<file path="config.mk">
export PLATFORM = sky130hd
export DESIGN_NAME = kww_watchdog
export DESIGN_NICKNAME = d
export VERILOG_FILES = /design/src/rtl/kww_pkg.sv /design/src/rtl/kww_prescaler.sv /design/src/rtl/kww_cfg_slot.sv /design/src/rtl/kww_counter.sv /design/src/rtl/kww_watchdog.sv
export SDC_FILE = /design/constraint.sdc
export NUM_CORES = 1
export LEC_CHECK = 0
export ABC_AREA = 0
export CORE_MARGIN = 2
export CORE_UTILIZATION = 60
export CTS_CLUSTER_DIAMETER = 200
export DETAILED_ROUTE_END_ITERATION = 7
export DONT_BUFFER_PORTS = 1
export PLACE_DENSITY_LB_ADDON = 0.3
export SETUP_SLACK_MARGIN = 0.2
export SYNTH_ARGS = -nofsm -noshare
export SYNTH_HDL_FRONTEND = slang
export SYNTH_SLANG_ARGS = --single-unit
</file>
<file path="constraint.sdc">
create_clock -name clk -period 5.68 [get_ports clk]
set_input_delay 0.568 -clock clk [delete_from_list [all_inputs] [get_ports clk]]
set_output_delay 0.568 -clock clk [all_outputs]
set_load 0.005 [all_outputs]
</file>
<file path="src/rtl/kww_pkg.sv">
package kww_pkg;

  localparam int DATA_W = 32;
  localparam int ADDR_W = 3;

  localparam logic [DATA_W-1:0] KEY_START = 32'h0000_CCCC;
  localparam logic [DATA_W-1:0] KEY_FEED  = 32'h0000_AAAA;
  localparam logic [DATA_W-1:0] KEY_OPEN  = 32'h0000_5555;
  localparam logic [DATA_W-1:0] KEY_SHUT  = 32'h0000_0000;

  typedef enum logic [ADDR_W-1:0] {
    IDX_KEY    = 3'd0,
    IDX_DIV    = 3'd1,
    IDX_RELOAD = 3'd2,
    IDX_WINDOW = 3'd3,
    IDX_STATUS = 3'd4
  } reg_idx_e;

  typedef enum logic [2:0] {
    KC_NONE,
    KC_START,
    KC_FEED,
    KC_OPEN,
    KC_SHUT,
    KC_OTHER
  } key_cmd_e;

  localparam int NUM_SLOTS   = 3;
  localparam int SLOT_DIV    = 0;
  localparam int SLOT_RELOAD = 1;
  localparam int SLOT_WINDOW = 2;

endpackage

</file>
<file path="src/rtl/kww_prescaler.sv">
module kww_prescaler #(
  parameter int CODE_W    = 3,
  parameter int MIN_SHIFT = 2,
  parameter int MAX_SHIFT = 8
) (
  input  logic              clk,
  input  logic              rst_n,
  input  logic              tick_i,
  input  logic [CODE_W-1:0] code_i,
  output logic              ptick_o
);

  localparam int PRE_W = MAX_SHIFT;
  localparam int LIM_W = MAX_SHIFT + 1;

  logic [PRE_W-1:0] pre_q, pre_d;
  logic [LIM_W-1:0] limit;
  int               shift_amt;

  // divide ratio minus one, clamped at the largest ratio
  always_comb begin
    shift_amt = MIN_SHIFT + int'(code_i);
    if (shift_amt > MAX_SHIFT) shift_amt = MAX_SHIFT;
    limit = (LIM_W'(1) << shift_amt) - LIM_W'(1);
  end

  assign ptick_o = tick_i && ({1'b0, pre_q} >= limit);

  always_comb begin
    pre_d = pre_q;
    if (ptick_o)     pre_d = '0;
    else if (tick_i) pre_d = pre_q + 1'b1;
  end

  always_ff @(posedge clk or negedge rst_n) begin
    if (!rst_n) pre_q <= '0;
    else        pre_q <= pre_d;
  end

  assert_wrap_on_tick_R5: assert property (@(posedge clk) disable iff (!rst_n)
    ptick_o |=> (pre_q == '0));

  assert_idle_hold_R5: assert property (@(posedge clk) disable iff (!rst_n)
    !tick_i |=> $stable(pre_q));

endmodule

</file>
<file path="src/rtl/kww_cfg_slot.sv">
module kww_cfg_slot #(
  parameter int             W          = 12,
  parameter logic [W-1:0]   RESET_VAL  = '0,
  parameter int             SYNC_TICKS = 2
) (
  input  logic         clk,
  input  logic         rst_n,
  input  logic         wr_i,
  input  logic [W-1:0] wdata_i,
  input  logic         ptick_i,
  output logic [W-1:0] staged_o,
  output logic [W-1:0] active_o,
  output logic         pending_o
);

  localparam int SYNC_W = $clog2(SYNC_TICKS + 1);

  logic [W-1:0]      staged_q, staged_d;
  logic [W-1:0]      active_q, active_d;
  logic [SYNC_W-1:0] wait_q, wait_d;

  always_comb begin
    staged_d = staged_q;
    active_d = active_q;
    wait_d   = wait_q;
    if (wr_i) begin
      staged_d = wdata_i;
      wait_d   = SYNC_W'(SYNC_TICKS);
    end else if (ptick_i && (wait_q != '0)) begin
      wait_d = wait_q - 1'b1;
      if (wait_q == SYNC_W'(1)) active_d = staged_q;
    end
  end

  always_ff @(posedge clk or negedge rst_n) begin
    if (!rst_n) begin
      staged_q <= RESET_VAL;
      active_q <= RESET_VAL;
      wait_q   <= '0;
    end else begin
      staged_q <= staged_d;
      active_q <= active_d;
      wait_q   <= wait_d;
    end
  end

  assign staged_o  = staged_q;
  assign active_o  = active_q;
  assign pending_o = (wait_q != '0);

  assert_pending_on_write_R9: assert property (@(posedge clk) disable iff (!rst_n)
    wr_i |=> (pending_o && staged_o == $past(wdata_i)));

  assert_active_moves_on_tick_R9: assert property (@(posedge clk) disable iff (!rst_n)
    !ptick_i |=> $stable(active_q));

  assert_clear_applies_R9: assert property (@(posedge clk) disable iff (!rst_n)
    $fell(pending_o) |-> (active_o == staged_o));

endmodule

</file>
<file path="src/rtl/kww_counter.sv">
module kww_counter #(
  parameter int CNT_W = 12
) (
  input  logic             clk,
  input  logic             rst_n,
  input  logic             running_i,
  input  logic             ptick_i,
  input  logic             load_i,
  input  logic             early_i,
  input  logic [CNT_W-1:0] reload_i,
  output logic [CNT_W-1:0] cnt_o,
  output logic             req_o
);

  logic [CNT_W-1:0] cnt_q, cnt_d;
  logic             req_q, req_d;

  always_comb begin
    cnt_d = cnt_q;
    req_d = early_i;
    if (load_i) begin
      cnt_d = reload_i;
    end else if (running_i && ptick_i) begin
      if (cnt_q == '0) begin
        cnt_d = reload_i;
        req_d = 1'b1;
      end else begin
        cnt_d = cnt_q - 1'b1;
      end
    end
  end

  always_ff @(posedge clk or negedge rst_n) begin
    if (!rst_n) begin
      cnt_q <= '1;
      req_q <= 1'b0;
    end else begin
      cnt_q <= cnt_d;
      req_q <= req_d;
    end
  end

  assign cnt_o = cnt_q;
  assign req_o = req_q;

  assert_step_down_R5: assert property (@(posedge clk) disable iff (!rst_n)
    (running_i && ptick_i && !load_i && cnt_q != '0) |=> (cnt_q == $past(cnt_q) - 1'b1));

  assert_zero_reload_R6: assert property (@(posedge clk) disable iff (!rst_n)
    (running_i && ptick_i && !load_i && cnt_q == '0) |=> (req_o && cnt_q == $past(reload_i)));

  assert_early_request_R8: assert property (@(posedge clk) disable iff (!rst_n)
    early_i |=> req_o);

  assert_stopped_quiet_R12: assert property (@(posedge clk) disable iff (!rst_n)
    (!running_i && !early_i) |=> !req_o);

endmodule

</file>
<file path="src/rtl/kww_watchdog.sv">
module kww_watchdog
  import kww_pkg::*;
#(
  parameter int CNT_W      = 12,
  parameter int CODE_W     = 3,
  parameter int MIN_SHIFT  = 2,
  parameter int MAX_SHIFT  = 8,
  parameter int SYNC_TICKS = 2
) (
  input  logic              clk,
  input  logic              rst_n,
  input  logic              tick_i,
  input  logic              bus_we_i,
  input  logic [ADDR_W-1:0] bus_addr_i,
  input  logic [DATA_W-1:0] bus_wdata_i,
  output logic [DATA_W-1:0] bus_rdata_o,
  output logic              rst_req_o
);

  localparam logic [CNT_W-1:0] WIN_OFF = {CNT_W{1'b1}};

  // reset: asserted at once, released through two flops
  logic [1:0] rst_pipe_q;
  logic       rst_sync_n;

  always_ff @(posedge clk or negedge rst_n) begin
    if (!rst_n) rst_pipe_q <= 2'b00;
    else        rst_pipe_q <= {rst_pipe_q[0], 1'b1};
  end
  assign rst_sync_n = rst_pipe_q[1];

  // key decode
  logic     key_wr;
  key_cmd_e key_cmd;

  assign key_wr = bus_we_i && (bus_addr_i == IDX_KEY);

  always_comb begin
    key_cmd = KC_NONE;
    if (key_wr) begin
      case (bus_wdata_i)
        KEY_START: key_cmd = KC_START;
        KEY_FEED:  key_cmd = KC_FEED;
        KEY_OPEN:  key_cmd = KC_OPEN;
        KEY_SHUT:  key_cmd = KC_SHUT;
        default:   key_cmd = KC_OTHER;
      endcase
    end
  end

  logic running_q, running_d;
  logic unlocked_q, unlocked_d;

  always_comb begin
    running_d  = running_q | (key_cmd == KC_START);
    unlocked_d = unlocked_q;
    case (key_cmd)
      KC_OPEN:                    unlocked_d = 1'b1;
      KC_SHUT, KC_FEED, KC_OTHER: unlocked_d = 1'b0;
      default:                    unlocked_d = unlocked_q;
    endcase
  end

  always_ff @(posedge clk or negedge rst_sync_n) begin
    if (!rst_sync_n) begin
      running_q  <= 1'b0;
      unlocked_q <= 1'b0;
    end else begin
      running_q  <= running_d;
      unlocked_q <= unlocked_d;
    end
  end

  // configuration slots
  logic                 ptick;
  logic [NUM_SLOTS-1:0] slot_wr;
  logic [NUM_SLOTS-1:0] slot_pend;
  logic [CNT_W-1:0]     slot_staged [NUM_SLOTS];
  logic [CODE_W-1:0]    act_code;
  logic [CNT_W-1:0]     act_reload;
  logic [CNT_W-1:0]     act_window;

  for (genvar g = 0; g < NUM_SLOTS; g++) begin : g_slot
    localparam int                SW = (g == SLOT_DIV) ? CODE_W : CNT_W;
    localparam logic [SW-1:0]     RV = (g == SLOT_DIV) ? {SW{1'b0}} : {SW{1'b1}};
    localparam logic [ADDR_W-1:0] SA = ADDR_W'(int'(IDX_DIV) + g);

    logic [SW-1:0] st;
    logic [SW-1:0] ac;

    assign slot_wr[g] = bus_we_i && unlocked_q && (bus_addr_i == SA);

    kww_cfg_slot #(
      .W          (SW),
      .RESET_VAL  (RV),
      .SYNC_TICKS (SYNC_TICKS)
    ) i_slot (
      .clk       (clk),
      .rst_n     (rst_sync_n),
      .wr_i      (slot_wr[g]),
      .wdata_i   (bus_wdata_i[SW-1:0]),
      .ptick_i   (ptick),
      .staged_o  (st),
      .active_o  (ac),
      .pending_o (slot_pend[g])
    );

    assign slot_staged[g] = CNT_W'(st);

    if (g == SLOT_DIV) begin : g_code
      assign act_code = ac;
    end else if (g == SLOT_RELOAD) begin : g_reload
      assign act_reload = ac;
    end else begin : g_window
      assign act_window = ac;
    end
  end

  kww_prescaler #(
    .CODE_W    (CODE_W),
    .MIN_SHIFT (MIN_SHIFT),
    .MAX_SHIFT (MAX_SHIFT)
  ) i_prescaler (
    .clk     (clk),
    .rst_n   (rst_sync_n),
    .tick_i  (tick_i),
    .code_i  (act_code),
    .ptick_o (ptick)
  );

  // refresh window decision
  logic [CNT_W-1:0] cnt;
  logic             feed_ok;
  logic             early;
  logic             load;

  always_comb begin
    feed_ok = 1'b0;
    early   = 1'b0;
    if (key_cmd == KC_FEED) begin
      if (!running_q || act_window == WIN_OFF || cnt <= act_window) feed_ok = 1'b1;
      else                                                         early   = 1'b1;
    end
    load = feed_ok
         || (key_cmd == KC_START && !running_q)
         || (slot_wr[SLOT_WINDOW] && running_q);
  end

  kww_counter #(
    .CNT_W (CNT_W)
  ) i_counter (
    .clk       (clk),
    .rst_n     (rst_sync_n),
    .running_i (running_q),
    .ptick_i   (ptick),
    .load_i    (load),
    .early_i   (early),
    .reload_i  (act_reload),
    .cnt_o     (cnt),
    .req_o     (rst_req_o)
  );

  // read mux
  always_comb begin
    bus_rdata_o = '0;
    case (bus_addr_i)
      IDX_DIV:    bus_rdata_o = DATA_W'(slot_staged[SLOT_DIV]);
      IDX_RELOAD: bus_rdata_o = DATA_W'(slot_staged[SLOT_RELOAD]);
      IDX_WINDOW: bus_rdata_o = DATA_W'(slot_staged[SLOT_WINDOW]);
      IDX_STATUS: bus_rdata_o = DATA_W'(slot_pend);
      default:    bus_rdata_o = '0;
    endcase
  end

  assert_running_sticky_R2: assert property (@(posedge clk) disable iff (!rst_sync_n)
    running_q |=> running_q);

  assert_bad_key_locks_R3: assert property (@(posedge clk) disable iff (!rst_sync_n)
    (key_cmd == KC_OTHER) |=> !unlocked_q);

  assert_locked_reload_held_R4: assert property (@(posedge clk) disable iff (!rst_sync_n)
    (bus_we_i && !unlocked_q && bus_addr_i == IDX_RELOAD) |=> $stable(slot_staged[SLOT_RELOAD]));

  assert_window_write_reload_R11: assert property (@(posedge clk) disable iff (!rst_sync_n)
    (slot_wr[SLOT_WINDOW] && running_q) |=> (cnt == $past(act_reload)));

endmodule

</file>
==> impl_results.md <==
* Routed WL at 10,400 um
* Max Fanout on Critical Path at 17
* Overall Power at 1.42 mW
* Most used DFF post-synth: dfstp_2
* Clock transition at the register clock pins on the worst setup and hold paths after CTS at 100 ps
* Number of enable flip-flop cells after synthesis at 0
* Maximum VDD drop at 0.000172 V
* Class of the worst hold path: primary input to register
* Pin count of the biggest net entering global routing at 84
* Data arrival time of the critical path at 4490 ps
* Post-route non-filler standard cell count at 581
* Total iterations of the first detailed-routing run at 4
* DPL Wire Length at 7890 um
* Post-Synthesis Cell Area at 5160 um^2
* Longest individual stage delay on the worst path at 590 ps
* Worst slack at placement at 1500 ps
* Deepest level of the CTS H-tree at 3
* Final non-filler cell area at 5390 um^2
* DRC violation total after the first TritonRoute iteration at 210
* GR Overflow Total at 0
* Bufs and invs on worst path at 1
* Post-synth ARST share at 100%
* Routability Congestion at 0.908
* TritonCTS clock tree: built
* Number of sinks on the clock net at 85
* Diodes inserted at 0
* Max Clk Rate at 238 MHz
* Initial core utilization at 62.5%
* Max-capacitance violation count at 0
* DRC errors left at 0
* Die width at 96.7 um
* Period Utilization, post-route at 74.0%
* Number of instances in the placed design at 564
* Cells after synthesis at 471
* Vias per std cell at 6.12
* Number of nets still failing antenna checks after routing at 0
* Outcome: finished, final reports clean
* List of cells traversed by the critical path: inv_2, ha_1, or4_1, ha_1, xnor2_1, ha_1, a21o_1, a31oi_1, o21ai_0, o21ai_2, o21ai_1, a221o_1
* Die area at 9350 um^2
* Min Tclk post-route at 4210 ps
* FF+latch count, synth at 85
* Total vias in the final route at 3,554
* Total Routing Usage GR at 22.9%
* Core Footprint at 8260 um^2
* Max-slew violations at 0
* Layout cells sized above 1 at 29.2%
* Standard cell with the maximum stage delay on the critical path: o21ai_2
* Hold Slack at 311 ps
* Cell repeated most along the worst path: ha_1
* Via count of the first global-routing pass at 3,530
* Number of antenna violations at the first check in global routing at 0
* Leakage power at 2.30 nW
* Kind of cell adding the most delay to the critical path: compound AO/OA/AOI/OAI gates
* Least setup slack across all paths after layout at 1470 ps
* Endpoint kind of the worst setup timing path: register
* Unrepaired setup endpoints after global routing: no
* Proportion of synthesized chip area in sequential cells at 42.7%
* Hold violation total from the final report at 0
* Routed length per instance at 17.9 um
* Count of boundary I/O pins at 72
* Number of buffers inserted during clock tree synthesis at 9
* Skew-Pair Late Insertion Delay at 360 ps
* Synthesis Warnings at 0
* Worst-case clock buffer depth at 2
* Standard-cell rows at 33
* Setup TNS Final at 0 ps
* Global-route wire length before repair at 17,500 um
* Vert. Die Dim at 96.7 um
* Power per unit of standard cell area at 263 nW/um^2
* Master cell of the clock root buffer: clkbuf_8
* Tightest slew margin relative to the limit at 31.6%
* Average footprint of a synthesized cell at 10.9 um^2
* Clock skew after layout at 13.2 ps
* Sort of element at the start of the critical path: register
* Post-layout nets at 546
* Number of distinct standard cells referenced by the synthesized netlist at 62
* Top cell type by total area after synthesis: dfstp_2
* Input/output buffers at 0
* Required time reported for the critical path endpoint at 5970 ps
* Fraction of synthesized cell area taken by the top area cell type at 30.6%
* Critical path class: register to register
* Growth of design area from synthesis to finish at 4.44%
* Post-Place Cell Area at 5160 um^2
* Number of setup violations in the final report at 0
* Actual slew at the worst max-slew pin at 1030 ps
* Area contributors post-synth: dfstp_2 (31%), dfrtp_1 (12%), ha_1 (8.7%)
* Finished Core Util at 65.2%
repair_timing:
action,4_1_cts,5_1_grt
buffers inserted,0,0
hold buffers,1,0
endpoints found under the hold margin,2,0
resized for setup,0,0
metal layers:
layer / track usage, % / wire length, um
met4: 6.18 / 132
met3: 4.41 / 548
met1: 32.2 / 4860
met5: 0 / 0
met2: 36.6 / 4880
worst paths after layout:
check,from,endpoint,slack [ps],cells past startpoint
max reg2reg,g_slot[0].i_slot.active_o[1]$_DFFE_PN0P_,i_counter.cnt_o[2]$_DFFE_PN1P_,1470,12
min in group asynchronous,rst_n,rst_pipe_q[1]$_DFF_PN0_,430,1
min,tick_i,i_prescaler.pre_q[0]$_DFFE_PN0P_,310,1
max in group asynchronous,rst_pipe_q[1]$_DFF_PN0_,i_counter.req_o$_DFF_PN0_,4510,0
min reg2reg,rst_pipe_q[0]$_DFF_PN0_,rst_pipe_q[1]$_DFF_PN0_,370,0
max,g_slot[0].i_slot.active_o[1]$_DFFE_PN0P_,i_counter.cnt_o[2]$_DFFE_PN1P_,1470,12
logic make-up (layout without fill, tap and decap cells):
kind of cell,Yosys count,after routing,share of synthesized area (%)
xor+xnor,12,12,2.04
compound gates,66,66,9.00
simple gates,138,138,15.6
mux,69,69,15.4
other cells,2,21,0.146
fa+ha+maj,36,36,8.73
buf+inv,63,49,6.43
flops,85,85,42.7
report_power, final:
part	switching (mW)	leakage, nW	internal [mW]
Clock	0.239	0.111	0.225
Combinational	0.151	1.24	0.117
Sequential	0.0375	0.946	0.649
Total	0.427	2.30	0.990
state kept, by name, indices dropped and copies added (netlist names):
register                cells
g_slot.i_slot.active_o     27
g_slot.i_slot.staged_o     27
g_slot.i_slot.wait_q        6
i_counter.cnt_o            12
i_counter.req_o             1
i_prescaler.pre_q           8
rst_pipe_q                  2
running_q                   1
unlocked_q                  1
cells in the mapped netlist (9+ instances only):
library cell / instances
mux2_2: 39
ha_1: 36
nand4_1: 10
mux2_4: 10
o2bb2ai_1: 9
a21oi_1: 18
nor2_1: 37
buf_4: 22
nand3_1: 13
dfstp_2: 60
nand2_1: 13
inv_1: 29
mux2i_1: 16
dfrtp_1: 25
cell usage in the layout (no fill, tap or decap), types with 3 or more instances in the layout:
| cell | n |
|---|---|
| a21o_1 | 4 |
| a21oi_1 | 18 |
| a31oi_1 | 3 |
| and3_1 | 6 |
| and4_1 | 4 |
| clkbuf_8 | 10 |
| conb_1 | 21 |
| dfrtp_1 | 24 |
| dfstp_2 | 60 |
| ha_1 | 36 |
| inv_1 | 29 |
| mux2_1 | 4 |
| mux2_2 | 39 |
| mux2_4 | 10 |
| mux2i_1 | 16 |
| nand2_1 | 13 |
| nand2b_1 | 7 |
| nand3_1 | 13 |
| nand4_1 | 10 |
| nor2_1 | 37 |
| nor2b_1 | 6 |
| nor3_1 | 8 |
| nor4_1 | 8 |
| nor4bb_1 | 4 |
| o21ai_0 | 7 |
| o22ai_1 | 3 |
| o2bb2ai_1 | 9 |
| or3_1 | 3 |
| or4_1 | 5 |
| or4bb_1 | 4 |
| xnor2_1 | 5 |
| xor2_1 | 7 |
layout make-up:
| type | count | area (um^2) |
|---|---|---|
| fillers | 650 | 2870 |
| multi-input cells | 342 | 2700 |
| flip-flops and latches | 85 | 2210 |
| clock buffers | 10 | 138 |
| well taps | 105 | 131 |
| inverters | 30 | 113 |
| clock inverters | 6 | 78.8 |
| repair buffers | 3 | 25.0 |
Note: power is estimated with default switching activity, not from simulation.
